==> config.mk <==
export PLATFORM = sky130hd
export DESIGN_NAME = stats_counters
export DESIGN_NICKNAME = d
export VERILOG_FILES = /design/src/rtl/stats_pkg.sv /design/src/rtl/sat_counter.sv /design/src/rtl/stats_rd_seq.sv /design/src/rtl/stats_counters.sv
export SDC_FILE = /design/constraint.sdc
export NUM_CORES = 1
export LEC_CHECK = 0
export BUFFER_PORTS_ARGS = -buffer_cell sky130_fd_sc_hd__buf_4
export CORE_MARGIN = 2
export CORE_UTILIZATION = 63
export DETAILED_ROUTE_END_ITERATION = 8
export GPL_TIMING_DRIVEN = 0
export MAX_ROUTING_LAYER = met4
export PLACE_DENSITY = 0.79
export SLEW_MARGIN = 5
export SYNTH_ARGS = -nofsm -noshare
export SYNTH_HDL_FRONTEND = slang
export SYNTH_SLANG_ARGS = --single-unit
export TNS_END_PERCENT = 5
==> constraint.sdc <==
create_clock -name clk -period 2.03 [get_ports clk]
set_input_delay 0.406 -clock clk [delete_from_list [all_inputs] [get_ports clk]]
set_output_delay 0.406 -clock clk [all_outputs]
set_load 0.01 [all_outputs]
==> src/rtl/stats_pkg.sv <==
package stats_pkg;
    // byte-wide host port; wide counters are exactly two bytes
    localparam int BYTE_W   = 8;
    localparam int CNT_W    = 2 * BYTE_W;
    localparam int NUM_CNT  = 6;
    localparam int ADDR_W   = 3;
    // index of the one narrow (single-byte) counter
    localparam int OVSZ_IDX = 2;

    typedef enum logic [ADDR_W-1:0] {
        ADR_CRC    = 3'd0,
        ADR_RUNT   = 3'd1,
        ADR_OVSZ   = 3'd2,
        ADR_ALIGN  = 3'd3,
        ADR_TXCOL  = 3'd4,
        ADR_TOTCOL = 3'd5
    } cnt_addr_e;

    function automatic int cnt_width(int idx);
        return (idx == OVSZ_IDX) ? BYTE_W : CNT_W;
    endfunction

    function automatic logic [NUM_CNT-1:0] wide_map();
        logic [NUM_CNT-1:0] m;
        for (int i = 0; i < NUM_CNT; i++) begin
            m[i] = (cnt_width(i) > BYTE_W);
        end
        return m;
    endfunction
endpackage

==> src/rtl/sat_counter.sv <==
module sat_counter #(
    parameter int W = 16
) (
    input  logic         clk,
    input  logic         rst_n,
    input  logic         inc_i,
    input  logic         clr_i,
    output logic [W-1:0] cnt_o
);
    logic [W-1:0] cnt_d, cnt_q;

    always_comb begin
        cnt_d = cnt_q;
        if (clr_i) begin
            cnt_d = inc_i ? W'(1) : '0;
        end else if (inc_i && (cnt_q != '1)) begin
            cnt_d = cnt_q + W'(1);
        end
    end

    always_ff @(posedge clk) begin
        if (!rst_n) cnt_q <= '0;
        else        cnt_q <= cnt_d;
    end

    assign cnt_o = cnt_q;
endmodule

==> src/rtl/stats_rd_seq.sv <==
module stats_rd_seq
    import stats_pkg::*;
(
    input  logic                           clk,
    input  logic                           rst_n,
    input  logic                           rd_en_i,
    input  logic [ADDR_W-1:0]              rd_addr_i,
    input  logic [NUM_CNT-1:0][CNT_W-1:0]  cnt_all_i,
    output logic [NUM_CNT-1:0]             clr_o,
    output logic [BYTE_W-1:0]              rd_data_o
);
    localparam logic [NUM_CNT-1:0] WIDE = wide_map();

    typedef struct packed {
        logic                     pend;
        logic [ADDR_W-1:0]        pend_addr;
        logic [CNT_W-BYTE_W-1:0]  shadow;
        logic [BYTE_W-1:0]        data;
    } rd_state_t;

    rd_state_t st_d, st_q;

    always_comb begin
        st_d  = st_q;
        clr_o = '0;
        if (rd_en_i) begin
            if (int'(rd_addr_i) >= NUM_CNT) begin
                st_d.data = '0;
                st_d.pend = 1'b0;
            end else if (!WIDE[rd_addr_i]) begin
                st_d.data          = cnt_all_i[rd_addr_i][BYTE_W-1:0];
                clr_o[rd_addr_i]   = 1'b1;
                st_d.pend          = 1'b0;
            end else if (st_q.pend && (st_q.pend_addr == rd_addr_i)) begin
                st_d.data          = st_q.shadow;
                clr_o[rd_addr_i]   = 1'b1;
                st_d.pend          = 1'b0;
            end else begin
                st_d.data      = cnt_all_i[rd_addr_i][BYTE_W-1:0];
                st_d.shadow    = cnt_all_i[rd_addr_i][CNT_W-1:BYTE_W];
                st_d.pend      = 1'b1;
                st_d.pend_addr = rd_addr_i;
            end
        end
    end

    always_ff @(posedge clk) begin
        if (!rst_n) st_q <= '0;
        else        st_q <= st_d;
    end

    assign rd_data_o = st_q.data;
endmodule

==> src/rtl/stats_counters.sv <==
module stats_counters
    import stats_pkg::*;
(
    input  logic              clk,
    input  logic              rst_n,
    input  logic              crc_err_i,
    input  logic              frame_err_i,
    input  logic              runt_i,
    input  logic              oversize_i,
    input  logic              align_err_i,
    input  logic              tx_coll_i,
    input  logic              total_coll_i,
    input  logic              rd_en_i,
    input  logic [ADDR_W-1:0] rd_addr_i,
    output logic [BYTE_W-1:0] rd_data_o
);
    logic [NUM_CNT-1:0]            inc_vec;
    logic [NUM_CNT-1:0]            clr_vec;
    logic [NUM_CNT-1:0][CNT_W-1:0] cnt_all;

    // order follows the address map in cnt_addr_e
    assign inc_vec[ADR_CRC]    = crc_err_i & ~frame_err_i;
    assign inc_vec[ADR_RUNT]   = runt_i;
    assign inc_vec[ADR_OVSZ]   = oversize_i;
    assign inc_vec[ADR_ALIGN]  = align_err_i;
    assign inc_vec[ADR_TXCOL]  = tx_coll_i;
    assign inc_vec[ADR_TOTCOL] = total_coll_i;

    for (genvar i = 0; i < NUM_CNT; i++) begin : g_cnt
        localparam int W = cnt_width(i);
        logic [W-1:0] cnt;
        sat_counter #(.W(W)) u_cnt (
            .clk   (clk),
            .rst_n (rst_n),
            .inc_i (inc_vec[i]),
            .clr_i (clr_vec[i]),
            .cnt_o (cnt)
        );
        assign cnt_all[i] = CNT_W'(cnt);
    end

    stats_rd_seq u_rd (
        .clk       (clk),
        .rst_n     (rst_n),
        .rd_en_i   (rd_en_i),
        .rd_addr_i (rd_addr_i),
        .cnt_all_i (cnt_all),
        .clr_o     (clr_vec),
        .rd_data_o (rd_data_o)
    );
endmodule

==> metrics.txt <==
Setup violations, final 0; post-route ant nets 0; Slew headroom 0.475; Post-Syn Nets 763; status finished, final reports clean; Final Hold Vio Count 0; Starting Density 0.648; DRC viols 0; Max Fclk 0.494 GHz; worst skew pair latency 0.40 ns; RSZ-0062 raised after global routing true; Root Buffer clkbuf_8; Synth async-reset ratio 0; sequential area share after synthesis 0.343; total routed wirelength ~18000 um; Area growth syn-to-layout 9.90%; Die Y-Extent around 100 um; GPL Wtd Cong slightly above 0.9; power per standard cell area 564 nW/um2; ANT cells 0; Rows 36; most frequent cell after synthesis dfxtp_1; Synth Instances 744; core area about 9700 um2; clock buffer depth 2; final worst-path cycle share 0.996; first-pass GRT wire length 29200 um; number of flops mapped to enable cells by yosys 0; CTS tree built; via/cell ratio 6.95; Max Fanout on Critical Path 9; Buffers on Ports 17; Core Util, Final 0.712; type of the worst setup path reg -> reg; CP peak stage delay 0.51 ns; Synth area leaders dfxtp_1 (34%), a21oi_1 (5.0%), o31ai_1 (4.2%); worst path arrival time roughly 2.4 ns; actual slew at the worst max-slew pin ~0.8 ns; leading area contributor after synthesis dfxtp_1; Die ar. 10800 um2; CTS clk-pin slew, worst paths roughly 0.090 ns; CP Cell Sequence ha_1 > nand2_1 > or3_4 > or4_1 > a21oi_1; FILL cells 840; Num CTS Buffers 9; initial antenna violation count 0; #FFs+latches synth 108; Avg Cell Area, Syn between 8 and 9 um2; Hold Crit Class in -> reg; IO Pins 21; fraction of layout cells with a size suffix above 1 0.150; vias in the first global route slightly below 6000; Post-Route Setup TNS 0 ns; count of pins over their slew limit 0; H-Tree Depth 3; DRT Pass-1 Iters 8; largest net degree at the start of global routing 16; most common flop cell mapped by yosys dfxtp_1; reg2reg setup slack 0.007 ns; Syn. warnings 0; Nets 794; top cell type's share of synthesized area 0.343; Critical Path RT 2.35 ns; GRT Residual Overflow 0; chip width 104 um; Unique masters post-synth 78; clk sinks 108; synth cell count leaders dfxtp_1 (108), a21oi_1 (63), nand2_1 (53), o21ai_0 (45), o31ai_1 (35); DP HPWL 13100 um; Syn Std Cell Area 6300 um2; initial DRC count 560; Hold Buf Count CTS 0; static leakage 2.15 nW; GRT Overall Usage 0.346; WL/cell 19.8 um; max cap viols 0; fin crit period 2.02 ns; via count ~6300; clock skew between 0.01 and 0.015 ns; startpoint type of the worst setup path flop; Worst Setup End Kind flop; CP max-delay cell or4_1; maximum vdd ir drop a little over 0.6 mV
-- cells in the final DEF, fill, tap and decap left out, drive strengths merged, types with 7 or more instances in the layout --
| cell | Yosys | final |
|---|---|---|
| or3 | 30 | 30 |
| inv | 15 | 15 |
| a22oi | 8 | 8 |
| nor4 | 11 | 11 |
| and4 | 14 | 14 |
| o31ai | 37 | 37 |
| o22ai | 8 | 8 |
| nor3 | 24 | 24 |
| clkbuf | 18 | 30 |
| a21oi | 65 | 65 |
| nand3 | 34 | 34 |
| dfxtp | 108 | 108 |
| o21ai | 47 | 47 |
| a211oi | 10 | 10 |
| buf | 28 | 48 |
| mux4 | 8 | 8 |
| nor2 | 25 | 25 |
| mux2i | 19 | 19 |
| o211ai | 17 | 17 |
| or4 | 30 | 30 |
| and3 | 7 | 7 |
| nand2 | 54 | 54 |
| nand4 | 32 | 32 |
-- worst paths after layout --
path                                         startpoint                  endpoint  depth (start not counted)
worst max-delay path            g_cnt[1].u_cnt.cnt_o[0]  g_cnt[1].u_cnt.cnt_o[14]                          5
worst min-delay path                        align_err_i   g_cnt[3].u_cnt.cnt_o[0]                          3
worst max register to register  g_cnt[1].u_cnt.cnt_o[0]  g_cnt[1].u_cnt.cnt_o[14]                          5
worst min register to register        u_rd.rd_data_o[7]         u_rd.rd_data_o[7]                          2
-- critical path: cells and delay by family, from the launching register on --
family / cells / cell delay [ns]
AOI/OAI and AO/OA: 1 / 0.15
adders and majority gates: 1 / 0.24
DFF: 1 / 0.47
and+or+nand+nor: 3 / 1.09
-- where the power goes --
part	switching (mW)	internal, mW
combinational	0.237	0.137
sequential	0.0428	2.15
clock	0.721	0.624
total	1.00	2.91
-- per-layer routing --
metal | share of wire | GRT usage
met1 | 0.43 | 0.444
met2 | 0.47 | 0.530
met3 | 0.073 | 0.0846
met4 | 0.031 | 0.135
met5 | 0 | -
-- area by class of cell --
class                      instances  area [um2]  area share
buffer                            46         233      0.0336
clock buffer                      12         155      0.0224
clock inverter                     2        35.0     0.00506
inverter                          16        60.1     0.00867
multi-input combinational        574        3950       0.570
sequential                       108        2180       0.314
tap                              133         166      0.0240
timing repair buffer              20         150      0.0217
-- what timing repair did --
| action | 4_1_cts | 5_1_grt |
|---|---|---|
| setup buffers | 0 | 3 |
| setup endpoints to repair | 63 | 80 |
| gates resized for setup | 13 | 21 |
| pin swaps | 1 | 4 |
-- flip-flops by register name, summed over array words and instances, names as in the netlist --
signal / cells
u_rd.st_q: 12
g_cnt.u_cnt.cnt_o: 88
u_rd.rd_data_o: 8
-- kinds of logic (layout without fill, tap and decap cells) --
family,count (synthesis),after routing,share of synthesized area
AO/OA/AOI/OAI,230,230,0.241
XOR/XNOR,9,9,0.0125
adder cells (fa/ha/maj),6,6,0.0119
buffers and inverters,62,96,0.0448
flip-flops,108,108,0.343
multiplexers,28,28,0.0605
AND/OR/NAND/NOR,301,301,0.287
-- stage by stage --
stage | instance area, um2 | power [mW] | setup slack [ns] | instances | hold WS [ns]
after floorplan | 6300 | 2.47 | 0.123 | 744 | 0.421
after global placement | 6600 | 2.57 | -0.465 | 894 | 0.438
after detailed placement | 6600 | 2.59 | -0.461 | 894 | 0.445
after CTS | 6850 | 3.92 | -0.0509 | 908 | 0.309
after global routing | 6930 | 4.06 | -0.115 | 911 | 0.297
final | 6930 | 3.91 | 0.00724 | 911 | 0.318
(Power assumes the default switching activity.)
